==> config.mk <==
export PLATFORM = sky130hd
export DESIGN_NAME = txscan_top
export DESIGN_NICKNAME = d
export VERILOG_FILES = /design/src/rtl/txscan_pkg.sv /design/src/rtl/txscan_pick.sv /design/src/rtl/txscan_ctrl.sv /design/src/rtl/txscan_data.sv /design/src/rtl/txscan_top.sv
export SDC_FILE = /design/constraint.sdc
export NUM_CORES = 1
export LEC_CHECK = 0
export ABC_CLOCK_PERIOD_IN_PS = 3700
export BUFFER_PORTS_ARGS = -buffer_cell sky130_fd_sc_hd__buf_2
export CAP_MARGIN = 25
export CORE_MARGIN = 2
export CORE_UTILIZATION = 49
export CTS_CLUSTER_DIAMETER = 40
export DETAILED_ROUTE_END_ITERATION = 8
export HOLD_SLACK_MARGIN = 0.02
export PLACE_DENSITY_LB_ADDON = 0.3
export SKIP_LAST_GASP = 1
export SLEW_MARGIN = 15
export SYNTH_ARGS = -nofsm -noshare
export SYNTH_HDL_FRONTEND = slang
export SYNTH_SLANG_ARGS = --single-unit
==> constraint.sdc <==
create_clock -name clk -period 3.7 [get_ports clk]
set_input_delay 0.74 -clock clk [delete_from_list [all_inputs] [get_ports clk]]
set_output_delay 0.74 -clock clk [all_outputs]
set_load 0.03 [all_outputs]
==> src/rtl/txscan_pkg.sv <==
package txscan_pkg;

    // What the scanner does with its ready/line state in a given cycle.
    typedef enum logic [1:0] {
        SCAN_HOLD = 2'd0,   // no trigger: keep ready and line
        SCAN_RUN  = 2'd1,   // trigger with scanner on: search lines
        SCAN_OFF  = 2'd2    // scanner off: force ready low
    } scan_act_e;

    localparam int BYTE_W = 8;
    localparam int CHAR_W = 7;
    localparam int WORD_W = 2 * BYTE_W;

endpackage

==> src/rtl/txscan_pick.sv <==
// Circular line search: rotate qualify vector so the line after the start
// sits at bit 0, then take the lowest set bit.
module txscan_pick #(
    parameter int NUM_LINES = 8,
    parameter int LINE_W    = (NUM_LINES > 1) ? $clog2(NUM_LINES) : 1
) (
    input  logic [LINE_W-1:0]    start_line,
    input  logic [NUM_LINES-1:0] qual,
    output logic                 hit,
    output logic [LINE_W-1:0]    pick_line
);
    localparam int SUM_W = LINE_W + 2;

    logic [NUM_LINES-1:0] rot;
    logic [SUM_W-1:0]     off;

    for (genvar g = 0; g < NUM_LINES; g++) begin : g_rot
        logic [SUM_W-1:0] raw;
        logic [SUM_W-1:0] idx;
        always_comb begin
            raw = SUM_W'(start_line) + SUM_W'(g + 1);
            idx = (raw >= SUM_W'(NUM_LINES)) ? raw - SUM_W'(NUM_LINES) : raw;
        end
        assign rot[g] = qual[idx[LINE_W-1:0]];
    end

    always_comb begin
        hit = 1'b0;
        off = '0;
        for (int i = NUM_LINES - 1; i >= 0; i--) begin
            if (rot[i]) begin
                hit = 1'b1;
                off = SUM_W'(i);
            end
        end
    end

    logic [SUM_W-1:0] pick_raw;
    always_comb begin
        pick_raw  = SUM_W'(start_line) + off + SUM_W'(1);
        if (pick_raw >= SUM_W'(NUM_LINES)) begin
            pick_raw = pick_raw - SUM_W'(NUM_LINES);
        end
        pick_line = pick_raw[LINE_W-1:0];
    end

endmodule

==> src/rtl/txscan_ctrl.sv <==
// Decides per cycle whether the scanner holds, scans or is forced off.
module txscan_ctrl
    import txscan_pkg::*;
(
    input  logic      scan_en,
    input  logic      ctl_wr,
    input  logic      poll_tick,
    input  logic      data_wr_lo,
    output scan_act_e act
);
    always_comb begin
        if (!scan_en) begin
            act = SCAN_OFF;
        end else if (ctl_wr || poll_tick || data_wr_lo) begin
            act = SCAN_RUN;
        end else begin
            act = SCAN_HOLD;
        end
    end
endmodule

==> src/rtl/txscan_data.sv <==
// Transmit data word and character send strobe.
module txscan_data
    import txscan_pkg::*;
#(
    parameter int LINE_W = 3
) (
    input  logic              clk,
    input  logic              rst_n,
    input  logic              scan_en,
    input  logic              data_wr_lo,
    input  logic              data_wr_hi,
    input  logic [BYTE_W-1:0] data_in,
    input  logic [LINE_W-1:0] cur_line,
    output logic              send_valid,
    output logic [LINE_W-1:0] send_line,
    output logic [CHAR_W-1:0] send_char,
    output logic [WORD_W-1:0] data_word
);
    typedef struct packed {
        logic              send;
        logic [LINE_W-1:0] line;
        logic [CHAR_W-1:0] chr;
        logic [WORD_W-1:0] word;
    } dstate_t;

    dstate_t st_d, st_q;

    always_comb begin
        st_d      = st_q;
        st_d.send = 1'b0;
        if (data_wr_hi) begin
            st_d.word[WORD_W-1:BYTE_W] = data_in;
        end
        if (data_wr_lo) begin
            st_d.word[BYTE_W-1:0] = data_in;
            if (scan_en) begin
                st_d.send = 1'b1;
                st_d.line = cur_line;
                st_d.chr  = data_in[CHAR_W-1:0];
            end
        end
    end

    always_ff @(posedge clk) begin
        if (!rst_n) begin
            st_q <= '0;
        end else begin
            st_q <= st_d;
        end
    end

    assign send_valid = st_q.send;
    assign send_line  = st_q.line;
    assign send_char  = st_q.chr;
    assign data_word  = st_q.word;
endmodule

==> src/rtl/txscan_top.sv <==
module txscan_top
    import txscan_pkg::*;
#(
    parameter int NUM_LINES = 8,
    parameter int LINE_W    = (NUM_LINES > 1) ? $clog2(NUM_LINES) : 1
) (
    input  logic                 clk,
    input  logic                 rst_n,
    input  logic                 scan_en,
    input  logic                 tx_int_en,
    input  logic [NUM_LINES-1:0] line_enable,
    input  logic [NUM_LINES-1:0] line_empty,
    input  logic                 ctl_wr,
    input  logic                 poll_tick,
    input  logic                 data_wr_lo,
    input  logic                 data_wr_hi,
    input  logic [BYTE_W-1:0]    data_in,
    output logic                 tx_ready,
    output logic [LINE_W-1:0]    tx_line,
    output logic                 tx_irq,
    output logic                 send_valid,
    output logic [LINE_W-1:0]    send_line,
    output logic [CHAR_W-1:0]    send_char,
    output logic [WORD_W-1:0]    data_word
);
    typedef struct packed {
        logic              ready;
        logic [LINE_W-1:0] line;
        logic              irq;
    } sstate_t;

    sstate_t   st_d, st_q;
    scan_act_e act;
    logic      hit;
    logic [LINE_W-1:0]    pick_line;
    logic [NUM_LINES-1:0] qual;

    assign qual = line_enable & line_empty;

    txscan_ctrl u_ctrl (
        .scan_en    (scan_en),
        .ctl_wr     (ctl_wr),
        .poll_tick  (poll_tick),
        .data_wr_lo (data_wr_lo),
        .act        (act)
    );

    txscan_pick #(.NUM_LINES(NUM_LINES), .LINE_W(LINE_W)) u_pick (
        .start_line (st_q.line),
        .qual       (qual),
        .hit        (hit),
        .pick_line  (pick_line)
    );

    txscan_data #(.LINE_W(LINE_W)) u_data (
        .clk        (clk),
        .rst_n      (rst_n),
        .scan_en    (scan_en),
        .data_wr_lo (data_wr_lo),
        .data_wr_hi (data_wr_hi),
        .data_in    (data_in),
        .cur_line   (st_q.line),
        .send_valid (send_valid),
        .send_line  (send_line),
        .send_char  (send_char),
        .data_word  (data_word)
    );

    always_comb begin
        st_d = st_q;
        unique case (act)
            SCAN_OFF: st_d.ready = 1'b0;
            SCAN_RUN: begin
                st_d.ready = hit;
                if (hit) begin
                    st_d.line = pick_line;
                end
            end
            default: ;
        endcase
        st_d.irq = tx_int_en && st_d.ready;
    end

    always_ff @(posedge clk) begin
        if (!rst_n) begin
            st_q <= '0;
        end else begin
            st_q <= st_d;
        end
    end

    assign tx_ready = st_q.ready;
    assign tx_line  = st_q.line;
    assign tx_irq   = st_q.irq;
endmodule

-- Word-level counts from Yosys, hierarchy flattened
Cells that the tools add are included.
- register bits: 32
- bits in latches: 0
- RAM bits: 0
- memory bits (read-only): 0
- logic and storage cells: 98
- memories: 0
- add/subtract/negate cells: 19
- multipliers: 0
- div/mod/pow operators: 0
- $lt $le $gt $ge: 17
- equal/unequal tests: 2
- shifts and indexed selects: 0
- muxes and demuxes: 45
- bitwise operators: 1
- reductions and logical operators: 6
- operator list (cell ; number):
    $mux W3 ; 17
    $lt A3 B4 Y1 const B ; 8
    $ge A4 B4 Y1 const B ; 7
    $sub A3 B1 Y3 const B ; 9
    $bmux W1 S3 ; 8
    $mux W1 ; 17
    $add A3 B3 Y4 const B ; 4
    $mux W11 ; 1
    $ge A5 B4 Y1 const B ; 2
    $add A3 B2 Y4 const B ; 2
    $and A8 B8 Y8 ; 1
    $reduce_and A2 Y1 ; 3
    $add A3 B4 Y5 const B ; 1
    $add A4 B1 Y5 const B ; 1
    $add A3 B1 Y4 const B ; 1
    $add A3 B3 Y4 ; 1
    $eq A2 B1 Y1 const B ; 1
    $eq A2 B2 Y1 const B ; 1
    $logic_or A1 B1 Y1 ; 2
    $mux W2 ; 1
    $pmux W1 S2 ; 1
    $logic_and A1 B1 Y1 ; 1

-- Logic depth before layout (Yosys ltp)
- word-level depth: 17
- mapped depth: 14

-- Hierarchy
Synthesis repeated with hierarchy kept, for this count alone.
- cell total of the unflattened synthesis: 193
- area, all modules: 2009.4 um^2
- by module, submodules not included (module ; times used ; cells an instance ; area an instance (um^2)):
    txscan_data ; 1 ; 100 ; 1047.3
    txscan_pick ; 1 ; 62 ; 691.9
    txscan_top ; 1 ; 29 ; 257.7
    txscan_ctrl ; 1 ; 2 ; 12.5

-- Worst setup path after synthesis
OpenSTA, ideal clock, no wires.
- path type: reg-to-reg
- start: reg st_q, in the netlist tx_line[1]
- end: reg st_q, in the netlist tx_line[2]
- library setup time: 0.134 ns
- arrival time: 3.318 ns
- required time: 3.566 ns
- path slack: 0.247 ns
- stages on the path, launching flop included: 11
- path buffers: 1
- period minus slack after synthesis: 3.453 ns
- cell sequence: dfxtp_1 -> buf_2 -> inv_1 -> ha_1 -> xnor2_1 -> mux4_2 -> o21ai_0 -> a211oi_1 -> fa_1 -> o2111a_1 -> or4_1
- longest elaborated chain between the ends: 17
- elaborated cells on any way between the ends: 70
- classes of those cells: add/sub: 19; order compare: 9; mux: 41; reduce/logical: 1
- ends and longest elaborated chain (item ; line ; source):
    from (decl) ; txscan_top.sv:32 ; sstate_t st_d, st_q;
    from (signal assigned) ; txscan_top.sv:88 ; st_q <= st_d;
    $add A3 B4 Y5 ; txscan_pick.sv:21 ; raw = SUM_W'(start_line) + SUM_W'(g + 1);
    $ge A5 B4 Y1 or $sub A3 B1 Y3 (tied branches) ; txscan_pick.sv:22 ; idx = (raw >= SUM_W'(NUM_LINES)) ? raw - SUM_W'(NUM_LINES) : raw;
    $mux W3 ; txscan_pick.sv:22 ;
    $bmux W1 S3 ; txscan_pick.sv:24 ; assign rot[g] = qual[idx[LINE_W-1:0]];
    $mux W1 (implied by the code) ; txscan_pick.sv:24 ;
    $mux W3 (8 in a row) ; txscan_pick.sv:31 ; if (rot[i]) begin
    $add A3 B3 Y4 ; txscan_pick.sv:40 ; pick_raw = SUM_W'(start_line) + off + SUM_W'(1);
    $add A4 B1 Y5 ; txscan_pick.sv:40 ;
    $ge A5 B4 Y1 or $sub A3 B1 Y3 (tied branches) ; txscan_pick.sv:41, txscan_pick.sv:42 ;
    $mux W3 ; txscan_pick.sv:41 ; if (pick_raw >= SUM_W'(NUM_LINES)) begin
Parallel ways exist; a longest one is shown, timed or not. The select of a mux whose other input is x is not followed.
A chain may end at the register's enable or synchronous reset.

-- Final worst setup path
Ends and elaborated chain as after synthesis.

==> results list <==
- The synthesized design contains 0 enable-type register cells.
- Final net count: approximately 290
* Routed vias/inst: about 5.3
* Clock slew seen by the registers of the worst setup and hold paths: around 0.1 ns
* Area of the mapped netlist: 1780 um2
* Maximum resistive drop on vdd: between 0.2 and 0.3 mV
- Once the clock tree was built, the resizer swapped 0 gates to a different size.
* Hold-critical path endpoint: u_data.send_char[0]$_SDFFE_PN0P_
- The number of clock buffers added by TritonCTS is 5.
- Walking the worst path, the cells encountered are inv_1 > ha_1 > xnor2_1 > mux4_2 > o21ai_0 > a211oi_1 > fa_1 > o2111a_1 > or4_1.
* Final cycle utilization of the critical path: 0.900
- Gate count of the mapped netlist: approximately 190
- In this run the most critical hold path is launched from u_data.send_char[0]$_SDFFE_PN0P_.
- Kind of path behind the tightest hold check: flip-flop to flip-flop
- DRC violations left: 0
- The number of placed instances, taps included, is around 290.
* Final setup violation count: 0
- Arrival time worst endpoint: between 3 and 4 ns
- Kind of critical path: flip-flop to flip-flop
- Number of sinks driven by the clock tree: 32
* Cts-stage hold buffer count: 0
- Across the run, the number of max-cap violations was 0.
- Die Y-Extent: ~64 um
* Wire length per cell: between 10 and 15 um
- Along the worst path, the maximum fanout reaches 6.
* Slowest CP cell: mux4_2
* Gp weighted congestion: 0.748
- Estimated wirelength of the detail-placed design: between 2 and 3 mm
- Detailed routing inserted a total of 1561 vias.
- Clock network latency to the later pin of the worst-skew pair: between 0.3 and 0.4 ns
* ANT nets after route: 0
- Horizontal extent of the die: roughly 64 um
- Dividing total power by cell area gives a power density of 603 nW/um2.
- Synthesis inferred 32 register bits.
* Startpoint of the most critical register-to-register path: tx_line[1]$_SDFFE_PN0P_
- In the final timing run, aggregate negative setup slack is 0 ns.
- Leaving out fill and tap cells, the most frequent cell in the layout is buf_2.
- TritonCTS clock tree: yes
- The share of the Yosys chip area taken by registers is 0.361.
- Fin crit period: 3.33 ns
- Most Used Layer, Global Route: met2
- Die outline area: a little over 4000 um2
* Number of buffers on the longest clock path: 2
- In this run the critical register-to-register path is captured at tx_line[2]$_SDFFE_PN0P_.
* Layout cells sized above 1: 0.340
* Global-route track usage on met1: 0.251
- GR Util met2: 0.326
* Total of buffers placed on input and output ports: 63
- Main flop type after synthesis: dfxtp_1
- Yosys mapped the design onto 39 distinct sky130hd cell types.
- The number of hold violations in the final report came to 0.
* Run status: finished, final reports clean
- Headroom to the max-slew limit: 0.638
- Pin placement for this block handled 64 I/O pins.
- The cell sitting at the root of the clock tree is a clkbuf_4.
- Number of standard cells in the layout, taps in and fillers out: roughly 300
* Total routing resource utilization after global routing: 0.197
- The first global-routing pass estimated between 6 and 7 mm of wire.
* Required time of the worst setup path: ~3.9 ns
- Total congestion overflow: 0
* Maximum number of pins on one net before global-route repair: 39
- RSZ-0062 raised after global routing: no
* Number of synthesis warnings: 0
- Register-to-Register Path Depth: 9
- Relative to the synthesized area, the layout overhead comes to 24.9%.
- Number of violations reported at the end of detailed-routing iteration 0: 58
- Worst-case clock skew: around 0.0050 ns
* Filler cell count: around 340
* Final max-slew violation count: 0
- The via count of the first global-routing pass was around 1.5k.
* Peak Freq: ~300 MHz
* Antenna diodes: 0
* Post-route worst hold slack: 0.465 ns
- For this configuration, the core starts out at a cell density of 0.520.
* Fraction of synthesis flops using an asynchronous set or reset pin: 0
- Maximum level of the CTS H-tree: 2
* Core area: ~3400 um2
* Most used cells in the layout excluding fill and tap cells: 63 x buf_2, 33 x nand2_1, 32 x dfxtp_1, 20 x mux2i_1, 18 x nor2b_1
- Post-synthesis area per instance: 9.49 um2
- On the worst path, the slowest cell contributes a delay of 0.60 ns.
- Total detailed-routing wirelength: roughly 3.8 mm
- Summed over all cells, the static leakage comes to a little over 1 nW.
* GR Layer Usage met3: 0.0511
* Number of antenna violations at the first check in global routing: 0
- The worst setup path is captured at a flip-flop.
- The pre-antenna-repair detailed-routing pass consisted of 4 iterations.
- The worst setup path is launched from a flip-flop.
* Post-CTS setup repair buffer count: 0
* Standard-cell row count: 21
- Setup slack of the worst register-to-register path: 0.37 ns
* Hold Path Cell Cnt: 2
* Number of nets produced by synthesis: approximately 220
* Actual transition at the worst max-transition pin: around 0.54 ns
==> through the flow <==
| step | util | total power [W] | worst slack (ns) | cell area [um2] |
|---|---|---|---|---|
| after floorplan | - | 0.000918 | 0.247 | 1780 |
| after global placement | 0.622 | 0.00104 | 0.300 | 2120 |
| after detailed placement | 0.622 | 0.00105 | 0.220 | 2120 |
| after CTS | 0.649 | 0.00134 | 0.344 | 2220 |
| after global routing | 0.649 | 0.00142 | 0.169 | 2220 |
| final | 0.649 | 0.00134 | 0.369 | 2220 |
==> where the power goes <==
| part | total, W | internal [W] | switching (W) | leakage [nW] |
|---|---|---|---|---|
| Sequential | 0.000404 | 0.000375 | 0.0000287 | 0.263 |
| Combinational | 0.000635 | 0.000292 | 0.000343 | 0.717 |
| Clock | 0.000297 | 0.000179 | 0.000118 | 0.0515 |
==> critical path: cells and delay by family (launching register included) <==
| family | cells | cell delay (ns) |
|---|---|---|
| AND/OR/NAND/NOR | 1 | 0.50 |
| flip-flops | 1 | 0.47 |
| XOR/XNOR | 1 | 0.24 |
| adder cells (fa/ha/maj) | 2 | 0.67 |
| multiplexers | 1 | 0.60 |
| AO/OA/AOI/OAI | 3 | 0.60 |
| buffers and inverters | 1 | 0.13 |
==> Yosys cell counts, types with 2 or more instances <==
cell type	instances	area, um2
a21boi_0	10	75.1
a21oi_1	2	10.0
buf_2	2	10.0
clkbuf_1	7	26.3
dfxtp_1	32	641
ha_1	3	37.5
inv_1	4	15.0
mux2_2	2	22.5
mux2i_1	20	200
mux4_2	6	135
nand2_1	33	124
nand3_1	5	25.0
nand3b_1	2	15.0
nand4_1	4	25.0
nand4b_1	5	43.8
nor2_1	4	15.0
nor2b_1	18	113
o21ai_0	5	25.0
or4bb_1	2	22.5
xnor2_1	2	17.5
==> worst max-delay path by stage <==
stage,startpoint,endpoint
3_3_place_gp,line_enable[7],tx_line[2]$_SDFFE_PN0P_
6_report,tx_line[1]$_SDFFE_PN0P_,tx_line[2]$_SDFFE_PN0P_
5_1_grt,tx_line[1]$_SDFFE_PN0P_,tx_line[2]$_SDFFE_PN0P_
3_5_place_dp,line_empty[2],tx_line[2]$_SDFFE_PN0P_
4_1_cts,tx_line[1]$_SDFFE_PN0P_,tx_line[2]$_SDFFE_PN0P_
2_1_floorplan,tx_line[1]$_SDFFE_PN0P_,tx_line[2]$_SDFFE_PN0P_
==> cells by family (layout without fill, tap and decap cells) <==
group                    Yosys count  count (layout)  share of synthesized area
AND/OR/NAND/NOR                   81              81                      0.257
flip-flops                        32              32                      0.361
multiplexers                      29              29                      0.208
AO/OA/AOI/OAI                     24              24                     0.0966
buffers and inverters             15              78                     0.0352
adder cells (fa/ha/maj)            4               4                     0.0324
XOR/XNOR                           2               2                    0.00987
==> cell type report <==
type / count / area (um2) / share of cell area
clock buffers: 7 / 65.1 / 0.0293
clock inverters: 1 / 30.0 / 0.0135
inverters: 4 / 15.0 / 0.00677
multi-input cells: 140 / 1070 / 0.483
flip-flops and latches: 32 / 641 / 0.289
well taps: 46 / 57.6 / 0.0259
repair buffers: 66 / 338 / 0.152
==> per-layer routing <==
metal,up-vias,part of all wire
li1,788,-
met2,36,0.46
met1,732,0.47
met4,0,0.012
met3,5,0.055
met5,-,0
==> sequential cells by signal, indices dropped and copies added (netlist names) <==
signal / flops
tx_ready: 1
u_data.send_valid: 1
u_data.send_char: 7
tx_line: 3
u_data.data_word: 16
tx_irq: 1
u_data.send_line: 3
Note: power is estimated with default switching activity, not from simulation.
